`src/rtl/irq_bank_pkg.sv`:
```
package irq_bank_pkg;

  localparam int NumBanks = 4;

  localparam int BankA    = 0;
  localparam int BankB    = 1;
  localparam int BankDma  = 2;
  localparam int BankFast = 3;

  localparam int OffStatus  = 0;
  localparam int OffRequest = 4;
  localparam int OffMask    = 8;

  typedef enum logic [1:0] {
    SEL_STATUS  = 2'd0,
    SEL_REQUEST = 2'd1,
    SEL_MASK    = 2'd2,
    SEL_NONE    = 2'd3
  } rdSelT;

  typedef struct packed {
    logic [NumBanks-1:0] maskWr;
    logic                clrA;
    logic [1:0]          rdBank;
    rdSelT               rdSel;
  } strobeT;

endpackage

```
`src/rtl/irqCtrl.sv`:
```
module irqCtrl
  import irq_bank_pkg::*;
#(
  parameter int ADDR_W = 6
) (
  input  logic              clk,
  input  logic              rstN,
  input  logic [ADDR_W-1:0] busAddr,
  input  logic              busWrEn,
  output strobeT            strobes
);

  localparam int OffW = ADDR_W - 2;

  logic [1:0]      bankSel;
  logic [OffW-1:0] regOff;

  assign bankSel = busAddr[ADDR_W-1 -: 2];
  assign regOff  = busAddr[OffW-1:0];

  always_comb begin
    strobes        = '0;
    strobes.rdBank = bankSel;
    strobes.rdSel  = SEL_NONE;
    if (int'(regOff) == OffStatus) begin
      strobes.rdSel = SEL_STATUS;
    end else if (int'(regOff) == OffRequest) begin
      strobes.rdSel = SEL_REQUEST;
      strobes.clrA  = busWrEn && (int'(bankSel) == BankA);
    end else if (int'(regOff) == OffMask) begin
      strobes.rdSel = SEL_MASK;
      strobes.maskWr[bankSel] = busWrEn;
    end
  end

  // no more than one mask written per cycle
  assert_onehot_mask_R1: assert property (@(posedge clk) disable iff (!rstN)
    $onehot0(strobes.maskWr));

  // a clear strobe only ever comes from a bank A address
  assert_clear_only_a_R8: assert property (@(posedge clk) disable iff (!rstN)
    strobes.clrA |-> (busAddr[ADDR_W-1 -: 2] == 2'd0) && busWrEn);

endmodule

```
`src/rtl/irqEdgeLatch.sv`:
```
module irqEdgeLatch #(
  parameter int W = 8
) (
  input  logic         clk,
  input  logic         rstN,
  input  logic [W-1:0] src,
  input  logic         clrStrobe,
  input  logic [W-1:0] clrBits,
  output logic [W-1:0] held
);

  logic [W-1:0] srcPrev;
  logic [W-1:0] setVec;
  logic [W-1:0] clrVec;

  assign setVec = src & ~srcPrev;
  assign clrVec = clrStrobe ? clrBits : '0;

  always_ff @(posedge clk) begin
    if (!rstN) begin
      srcPrev <= '0;
      held    <= '0;
    end else begin
      srcPrev <= src;
      held    <= (held & ~clrVec) | setVec;
    end
  end

  // every newly risen source is set on the next cycle, clear or not
  assert_set_wins_R7: assert property (@(posedge clk) disable iff (!rstN)
    1'b1 |=> ((held & $past(setVec)) == $past(setVec)));

  // a cleared bit without a new rise is gone on the next cycle
  assert_clear_drops_R6: assert property (@(posedge clk) disable iff (!rstN)
    clrStrobe |=> ((held & $past(clrBits & ~setVec)) == '0));

  // with no clear, latched bits never drop
  assert_latch_hold_R5: assert property (@(posedge clk) disable iff (!rstN)
    !clrStrobe |=> ((held & $past(held)) == $past(held)));

endmodule

```
`src/rtl/irqMaskBank.sv`:
```
module irqMaskBank #(
  parameter int DATA_W = 8,
  parameter int LIVE_W = 8
) (
  input  logic              clk,
  input  logic              rstN,
  input  logic [DATA_W-1:0] rawIn,
  input  logic              maskWr,
  input  logic [DATA_W-1:0] wrData,
  output logic [DATA_W-1:0] statusOut,
  output logic [DATA_W-1:0] maskOut,
  output logic [DATA_W-1:0] reqOut
);

  localparam logic [DATA_W-1:0] LiveBits = DATA_W'((64'd1 << LIVE_W) - 64'd1);

  logic [DATA_W-1:0] maskQ;

  always_ff @(posedge clk) begin
    if (!rstN) maskQ <= '0;
    else if (maskWr) maskQ <= wrData & LiveBits;
  end

  assign statusOut = rawIn & LiveBits;
  assign maskOut   = maskQ;
  assign reqOut    = statusOut & maskQ;

  // a mask holds its value whenever it is not written
  assert_mask_hold_R3: assert property (@(posedge clk) disable iff (!rstN)
    !maskWr |=> $stable(maskQ));

  // a request bit never appears without its mask bit
  assert_req_in_mask_R4: assert property (@(posedge clk) disable iff (!rstN)
    (reqOut & ~maskQ) == '0);

endmodule

```
`src/rtl/irqDatapath.sv`:
```
module irqDatapath
  import irq_bank_pkg::*;
#(
  parameter int DATA_W = 8,
  parameter int DMA_W  = 6
) (
  input  logic              clk,
  input  logic              rstN,
  input  strobeT            strobes,
  input  logic [DATA_W-1:0] wrData,
  input  logic [DATA_W-1:0] srcA,
  input  logic [DATA_W-1:0] srcB,
  input  logic [DMA_W-1:0]  srcDma,
  input  logic [DATA_W-1:0] srcFast,
  output logic [DATA_W-1:0] rdData,
  output logic              irqOut,
  output logic              fiqOut
);

  logic [DATA_W-1:0] rawVal  [NumBanks];
  logic [DATA_W-1:0] statVal [NumBanks];
  logic [DATA_W-1:0] maskVal [NumBanks];
  logic [DATA_W-1:0] reqVal  [NumBanks];

  irqEdgeLatch #(.W(DATA_W)) latchA_i (
    .clk       (clk),
    .rstN      (rstN),
    .src       (srcA),
    .clrStrobe (strobes.clrA),
    .clrBits   (wrData),
    .held      (rawVal[BankA])
  );

  assign rawVal[BankB]    = srcB;
  assign rawVal[BankDma]  = DATA_W'(srcDma);
  assign rawVal[BankFast] = srcFast;

  for (genvar b = 0; b < NumBanks; b++) begin : g_bank
    localparam int LiveW = (b == BankDma) ? DMA_W : DATA_W;
    irqMaskBank #(.DATA_W(DATA_W), .LIVE_W(LiveW)) bank_i (
      .clk       (clk),
      .rstN      (rstN),
      .rawIn     (rawVal[b]),
      .maskWr    (strobes.maskWr[b]),
      .wrData    (wrData),
      .statusOut (statVal[b]),
      .maskOut   (maskVal[b]),
      .reqOut    (reqVal[b])
    );
  end

  always_comb begin
    unique case (strobes.rdSel)
      SEL_STATUS:  rdData = statVal[strobes.rdBank];
      SEL_REQUEST: rdData = reqVal[strobes.rdBank];
      SEL_MASK:    rdData = maskVal[strobes.rdBank];
      default:     rdData = '0;
    endcase
  end

  assign irqOut = |(reqVal[BankA] | reqVal[BankB] | reqVal[BankDma]);
  assign fiqOut = |reqVal[BankFast];

  // the normal line needs at least one enabled source in its banks
  assert_irq_needs_mask_R10: assert property (@(posedge clk) disable iff (!rstN)
    irqOut |-> ((maskVal[BankA] | maskVal[BankB] | maskVal[BankDma]) != '0));

  // the fast line needs at least one enabled fast source
  assert_fiq_needs_mask_R10: assert property (@(posedge clk) disable iff (!rstN)
    fiqOut |-> (maskVal[BankFast] != '0));

endmodule

```
`src/rtl/irq_bank_regs.sv`:
```
module irq_bank_regs
  import irq_bank_pkg::*;
#(
  parameter int DATA_W = 8,
  parameter int DMA_W  = 6,
  parameter int ADDR_W = 6
) (
  input  logic              clk,
  input  logic              rstN,
  input  logic [ADDR_W-1:0] busAddr,
  input  logic              busWrEn,
  input  logic [DATA_W-1:0] busWrData,
  output logic [DATA_W-1:0] busRdData,
  input  logic [DATA_W-1:0] srcA,
  input  logic [DATA_W-1:0] srcB,
  input  logic [DMA_W-1:0]  srcDma,
  input  logic [DATA_W-1:0] srcFast,
  output logic              irqOut,
  output logic              fiqOut
);

  strobeT strobes;

  irqCtrl #(.ADDR_W(ADDR_W)) ctrl_i (
    .clk     (clk),
    .rstN    (rstN),
    .busAddr (busAddr),
    .busWrEn (busWrEn),
    .strobes (strobes)
  );

  irqDatapath #(.DATA_W(DATA_W), .DMA_W(DMA_W)) dp_i (
    .clk     (clk),
    .rstN    (rstN),
    .strobes (strobes),
    .wrData  (busWrData),
    .srcA    (srcA),
    .srcB    (srcB),
    .srcDma  (srcDma),
    .srcFast (srcFast),
    .rdData  (busRdData),
    .irqOut  (irqOut),
    .fiqOut  (fiqOut)
  );

endmodule

```
`config.mk`:
```
export PLATFORM = sky130hd
export DESIGN_NAME = irq_bank_regs
export DESIGN_NICKNAME = d
export VERILOG_FILES = /design/src/rtl/irq_bank_pkg.sv /design/src/rtl/irqCtrl.sv /design/src/rtl/irqEdgeLatch.sv /design/src/rtl/irqMaskBank.sv /design/src/rtl/irqDatapath.sv /design/src/rtl/irq_bank_regs.sv
export SDC_FILE = /design/constraint.sdc
export NUM_CORES = 1
export LEC_CHECK = 0
export CORE_MARGIN = 2
export CORE_UTILIZATION = 43
export CTS_CLUSTER_DIAMETER = 200
export DETAILED_ROUTE_END_ITERATION = 8
export PLACE_DENSITY = 0.72
export SLEW_MARGIN = 20
export SYNTH_ARGS = -nofsm -noshare
export SYNTH_HDL_FRONTEND = slang
export SYNTH_SLANG_ARGS = --single-unit
```
`constraint.sdc`:
```
create_clock -name clk -period 2 [get_ports clk]
set_input_delay 0.4 -clock clk [delete_from_list [all_inputs] [get_ports clk]]
set_output_delay 0.4 -clock clk [all_outputs]
set_load 0.02 [all_outputs]
```
==> results of run 1 <==
## state kept, by name, summed over array words and instances, names as in the netlist
| name | count |
|---|---|
| dp_i.g_bank.bank_i.maskOut | 30 |
| dp_i.latchA_i.held | 8 |
| dp_i.latchA_i.srcPrev | 8 |
## cells in the final DEF (no fill, tap or decap), types with 3 or more instances in the layout
| master | count |
|---|---|
| nand3_1 | 13 |
| a21boi_1 | 8 |
| nand2_1 | 27 |
| o211ai_1 | 7 |
| clkbuf_8 | 5 |
| o21a_1 | 8 |
| nand4_1 | 4 |
| dfxtp_2 | 5 |
| buf_12 | 5 |
| and2_1 | 8 |
| buf_4 | 68 |
| dlygate4sd2_1 | 19 |
| buf_6 | 11 |
| buf_16 | 3 |
| nor2b_1 | 38 |
| dfxtp_1 | 41 |
| mux4_2 | 12 |
| mux2i_1 | 40 |
| o21ai_0 | 5 |
| a21oi_2 | 5 |
| clkdlybuf4s50_1 | 19 |
| o21ai_2 | 4 |
| buf_2 | 4 |
## layer usage
metal,vias up,track usage (%)
li1,1285,-
met2,98,39.6
met5,-,0
met4,0,7.62
met1,1315,32.3
met3,19,4.06
## worst paths after layout
| path | endpoint | slack (ns) |
|---|---|---|
| worst max-delay path | busRdData[2] | -0.06 |
| worst min-delay path | dp_i.latchA_i.held[7] | 0.54 |
| worst max register to register | dp_i.latchA_i.held[7] | 1.16 |
| worst min register to register | dp_i.latchA_i.held[7] | 0.54 |
## synth_stat cells, drive strengths merged
cell	count	area share [%]
a21boi	8	2.2
a21oi	6	1.1
a221o	1	0.37
a22o	1	0.32
a22oi	4	1.1
a31oi	2	0.46
a32oi	1	0.32
and2	8	1.8
and3	1	0.23
and4	1	0.32
buf	9	2.0
clkbuf	8	1.1
dfxtp	46	34
inv	2	0.27
mux2	2	0.82
mux2i	41	15
mux4	12	9.9
nand2	28	3.8
nand2b	1	0.23
nand3	13	2.4
nand4	4	0.91
nand4b	1	0.32
nor2	2	0.27
nor2b	39	8.9
nor3	4	1.6
nor4	4	2.0
nor4b	1	0.87
o211ai	7	1.9
o21a	8	2.2
o21ai	9	1.6
o221ai	1	0.32
o22ai	1	0.23
o311ai	1	0.32
o31ai	1	0.27
o41ai	1	0.32
or3	1	0.23
or4b	1	0.50
## stage by stage
step           utilization, %  total power [mW]  area, um^2  setup TNS (ns)  worst slack (ns)
2_1_floorplan               -              1.15        2800         -0.0739           -0.0739
5_1_grt                  67.9              2.16        4240          -0.396            -0.107
4_1_cts                  67.7              2.10        4230          -0.137           -0.0721
6_report                 67.9              2.09        4240          -0.152           -0.0633
3_3_place_gp             61.3              1.35        3830          -17.14            -0.867
3_5_place_dp             61.3              1.35        3830          -17.78            -0.909
## power by group
| group | switching [mW] | internal (mW) |
|---|---|---|
| combinational | 0.187 | 0.248 |
| clock | 0.325 | 0.373 |
| sequential | 0.0141 | 0.939 |
## final cells by class
type	count	area share, %
timing repair buffer	135	29.5
clock inverter	2	0.886
multi-input combinational	216	43.6
sequential	46	21.9
tap	77	2.27
inverter	2	0.177
clock buffer	6	1.71
## cell families (layout without fill, tap and decap cells)
group	after synthesis	count (layout)	synth area share (%)
AND/OR/NAND/NOR	109	109	24.4
multiplexers	55	55	25.7
AO/OA/AOI/OAI	52	52	13.1
flip-flops	46	46	33.6
buffers and inverters	19	145	3.33
## what timing repair did
| action | 4_1_cts | 5_1_grt |
|---|---|---|
| pin swaps | 21 | 10 |
| setup buffers | 18 | 1 |
| endpoints found under the setup margin | 24 | 10 |
| hold endpoints to repair | 0 | 0 |
| gates resized for setup | 112 | 15 |
| gates cloned | 4 | 0 |
## worst max-delay path: stages, from the launching register on
cell and delay [ns]:
dfxtp_2 0.35, mux4_2 0.48, a32oi_2 0.26, o41ai_4 0.12, buf_4 0.17
==> impl_metrics.ini, run 1 <==
[global_route]
grt_usage_pct = 24.0
antenna_found_initial = 0
grt_pass1_vias = 2749
grt_max_degree = 47
gr-total-overflow = 0
grt_pass1_wl_um = 13600

[cts]
root_buffer = clkbuf_8
cts_inserted_buffers = 5
clockBufferDepth = 2
cts_tree = built
hold_buffers = 0
htree_num_levels = 2
cts.sinks = 46
path_clk_slew_ns = 0.09
clock_latency_ns = 0.29

[floorplan]
start_util_pct = 43.9
dieArea_um2 = 7030
die_w_um = 83.8
io_pins = 57
core-area_um2 = 6240
die_h_um = 83.8
rows = 29

[timing]
worst_slack_ns = -0.0633
clock.fmax_mhz = 485
finalSetupViolCount = 4
relSlewSlack_pct = 74.1
report.final.slew_viol_count = 0
hold_violations = 0
period_needed_ns = 2.06
clock_skew_ns = 0.000566
holdWs_ns = 0.544
period_share_pct = 103
rsz0062_at_grt = true
worstMarginPinSlew_ns = 0.389

[routing]
postRouteAntennaNets = 0
met3_length_um = 441
met2_length_um = 4170
postRouteWirelength_um = 8550
drcViolationCount = 0
drt-pass1-iter-count = 5
wl_per_cell_um = 17.7
vias = 2717
routedLengthMet1_um = 3750
topRoutingLayerUsed = met4
drt_iter0_markers = 164
viasPerCell = 5.61

[worst_hold_path]
min_delay_path_depth = 2
hold_path.class = flop to flop
worstHoldStart = dp_i.latchA_i.srcPrev[7]

[final_layout]
multi_input_area_um2 = 1850
syn2layout_area_growth_pct = 54.5
fill_cells = 503
drive_gt1_share_pct = 36.4
finalNetCount = 453
regArea_um2 = 927
final_cells = 484
num_antenna_cells = 0

[yosys]
synth_cell_type_count = 41
synth.cell_area_um2 = 2740
synth_cells = 281
synth_warnings = 0
yosys_register_bits = 46
synth-seq-area-share_pct = 33.6
syn_avg_cell_area_um2 = 9.76
syn_nets = 328

[pwr]
power_density_nw_per_um2 = 493
vdd.ir_drop.worst_mv = 0.374
leakage_nw = 1.65

[placed_design]
placed_cells = 455
gp_congestion = 0.876
hpwl_um = 5740
portBuffers = 56

[critical_path]
path_max_fanout = 4
r2r_cells = 3
crit_path_end_kind = output port
arrival_ns = 1.66
critPathKind = flop to output port
timing.rr.start = dp_i.latchA_i.held[7]
start_kind = flop
startpoint = dp_i.g_bank[2].bank_i.maskOut[2]
required_ns = 1.60

[run_status]
violations = setup timing
outcome = finished, violations left

[job]
cap_violations = 0
Note: power is estimated with default switching activity, not from simulation.
==> run 2, diff against run 1 <==
--- a/config.mk
+++ b/config.mk
@@ -5,11 +5,12 @@
 export SDC_FILE = /design/constraint.sdc
 export NUM_CORES = 1
 export LEC_CHECK = 0
+export ABC_AREA = 1
 export CORE_MARGIN = 2
 export CORE_UTILIZATION = 43
 export CTS_CLUSTER_DIAMETER = 200
 export DETAILED_ROUTE_END_ITERATION = 8
-export PLACE_DENSITY = 0.72
+export PLACE_DENSITY = 0.68
 export SLEW_MARGIN = 20
 export SYNTH_ARGS = -nofsm -noshare
 export SYNTH_HDL_FRONTEND = slang
==> constraint.sdc (replaced) <==
create_clock -name clk -period 2.63 [get_ports clk]
set_input_delay 0.526 -clock clk [delete_from_list [all_inputs] [get_ports clk]]
set_output_delay 0.526 -clock clk [all_outputs]
set_load 0.02 [all_outputs]
==> impl_metrics.ini, run 2 <==
[yosys]
synth_cells = 534
synth_warnings = 0
synthArstFlopShare_pct = 0
synth_edf_count = 0
synth_cell_type_count = 20
synthTopCellsByArea = nand2_1 (35%), dfxtp_1 (31%), nor2_1 (10%), nand3_1 (7.4%), inv_1 (4.0%)
synth-seq-area-share_pct = 31.0
synth_top_area_share_pct = 35.1
syn_avg_cell_area_um2 = 5.56
yosysMostFrequentCell = nand2_1
synth.cell_area_um2 = 2970
synthTopCellsByCount = nand2_1 (278), nor2_1 (80), dfxtp_1 (46)
synth_top_cell_by_area = nand2_1
syn_nets = 581
ys.flop_type = dfxtp_1
yosys_register_bits = 46

[timing]
period_share_pct = 96.7
rsz0062_at_grt = false
relSlewSlack_pct = 67.5
period_needed_ns = 2.54
hold_violations = 0
finalSetupViolCount = 0
worstMarginPinSlew_ns = 0.486
clock_skew_ns = 0.00493
holdWs_ns = 0.470
clock.fmax_mhz = 393
report.final.slew_viol_count = 0

[routing]
drcViolationCount = 0
postRouteWirelength_um = 8240
postRouteAntennaNets = 0
wl_per_cell_um = 12.1
drt-pass1-iter-count = 5
viasPerCell = 4.88
drt_iter0_markers = 175
vias = 3320

[worst_hold_path]
hold-path-endpoint = dp_i.latchA_i.held[3]
hold_path.class = flop to flop
worstHoldStart = dp_i.latchA_i.srcPrev[3]
min_delay_path_depth = 2

[final_layout]
finalNetCount = 646
num_antenna_cells = 0
largest_reg_flops = 30
most-common-layout-cells = nand2_1 (278), nor2_1 (80), dfxtp_1 (46), nand3_1 (44), clkdlybuf4s50_1 (44)
drive_gt1_share_pct = 8.67
syn2layout_area_growth_pct = 29.6
layout_commonest_cell = nand2_1
postLayoutCoreUtil_pct = 57.3

[placed_design]
portBuffers = 56
hpwl_um = 6370
gp_congestion = 0.894

[critical_path]
path_max_fanout = 8
r2r_end = dp_i.latchA_i.held[5]
critPathKind = input pin to output port
required_ns = 2.10
arrival_ns = 2.02
ff2ff_setup_slack_ns = 1.93
start_kind = input pin
r2r_cells = 2
crit_path_end_kind = output port
timing.rr.start = dp_i.latchA_i.srcPrev[5]

[pwr]
power_density_nw_per_um2 = 427
vdd.ir_drop.worst_mv = 0.425
leakage_nw = 2.07

[cts]
path_clk_slew_ns = 0.08
clock_latency_ns = 0.30
cts_inserted_buffers = 5
cts_tree = built
htree_num_levels = 2
clockBufferDepth = 2
hold_buffers = 0
root_buffer = clkbuf_8
cts.sinks = 46

[floorplan]
die_w_um = 87.1
io_pins = 57
rows = 30
core-area_um2 = 6720
start_util_pct = 44.2
dieArea_um2 = 7590
die_h_um = 87.1

[global_route]
grt_pass1_vias = 2893
grt_max_degree = 37
grt_pass1_wl_um = 13800
antenna_found_initial = 0
gr-total-overflow = 0
grt_usage_pct = 23.1

[run_status]
outcome = finished, final reports clean

[job]
cap_violations = 0
-- run 2: cell count changes in the layout (fill, tap and decap cells not counted), moves of 12 or more --
cell / delta
nor2_1: +78
clkdlybuf4s50_1: +25
inv_1: +30
buf_4: -47
mux4_2: -12
nor2b_1: -38
mux2i_1: -40
nand2_1: +251
nand3_1: +31
dlygate4sd2_1: -12
-- run 2: worst max path at each step --
stage / from / endpoint / slack [ns] / cells past startpoint
after floorplan: busAddr[5] / busRdData[0] / 0.70 / 7
after detailed placement: busAddr[5] / busRdData[0] / -0.23 / 9
after CTS: srcFast[4] / fiqOut / 0.03 / 5
final: busAddr[0] / busRdData[0] / 0.09 / 9
after global routing: busAddr[1] / busRdData[1] / 0.01 / 9
after global placement: busAddr[4] / busRdData[4] / -0.22 / 9
-- run 2: cell families after synthesis --
logic type	share of synthesized area [%]
AND/OR/NAND/NOR	59.6
buffers and inverters	8.51
flip-flops	31.0
AO/OA/AOI/OAI	0.843
-- run 2: cell type report --
cell class	count	area [um^2]
clock buffers	5	68.8
clock inverters	3	68.8
fillers	695	2870
inverters	34	130
multi-input cells	433	1800
flip-flops and latches	46	921
well taps	80	100
repair buffers	79	759
-- run 2: report_power, final --
part,internal [mW],total [mW],switching (mW)
Combinational,0.138,0.286,0.148
Clock,0.381,0.621,0.241
Sequential,0.718,0.737,0.0193
Total,1.24,1.64,0.408
-- run 2: repair_timing --
| item | CTS | global route |
|---|---|---|
| endpoints found under the setup margin | 8 | 10 |
| buffers inserted | 0 | 0 |
| resized for setup | 8 | 7 |
-- run 2: critical path, cell delays in order --
cell             delay [ns]
clkdlybuf4s50_1        0.45
nor2_2                 0.12
buf_4                  0.13
nand2_1                0.04
nor2_1                 0.08
buf_4                  0.18
nand2_1                0.07
nand3_1                0.07
dlygate4sd2_1          0.34
-- run 2: metrics by stage --
step | total power [mW] | setup TNS [ns] | area, um^2 | cells | worst slack (ns)
after detailed placement | 1.04 | -1.74 | 3700 | 672 | -0.230
after floorplan | 0.893 | 0 | 2970 | 534 | 0.698
after CTS | 1.66 | 0 | 3830 | 680 | 0.0282
after global routing | 1.71 | 0 | 3850 | 680 | 0.00952
final | 1.64 | 0 | 3850 | 680 | 0.0875
after global placement | 1.04 | -1.62 | 3700 | 672 | -0.216
-- run 2: metal layers --
metal  GRT usage (%)  share of wire (%)  vias up
li1                -                  -     1760
met1            33.8                 50     1419
met2            34.4                 40      128
met3            4.27                8.0       13
met4            6.71                2.0        0
met5               0                  0        -
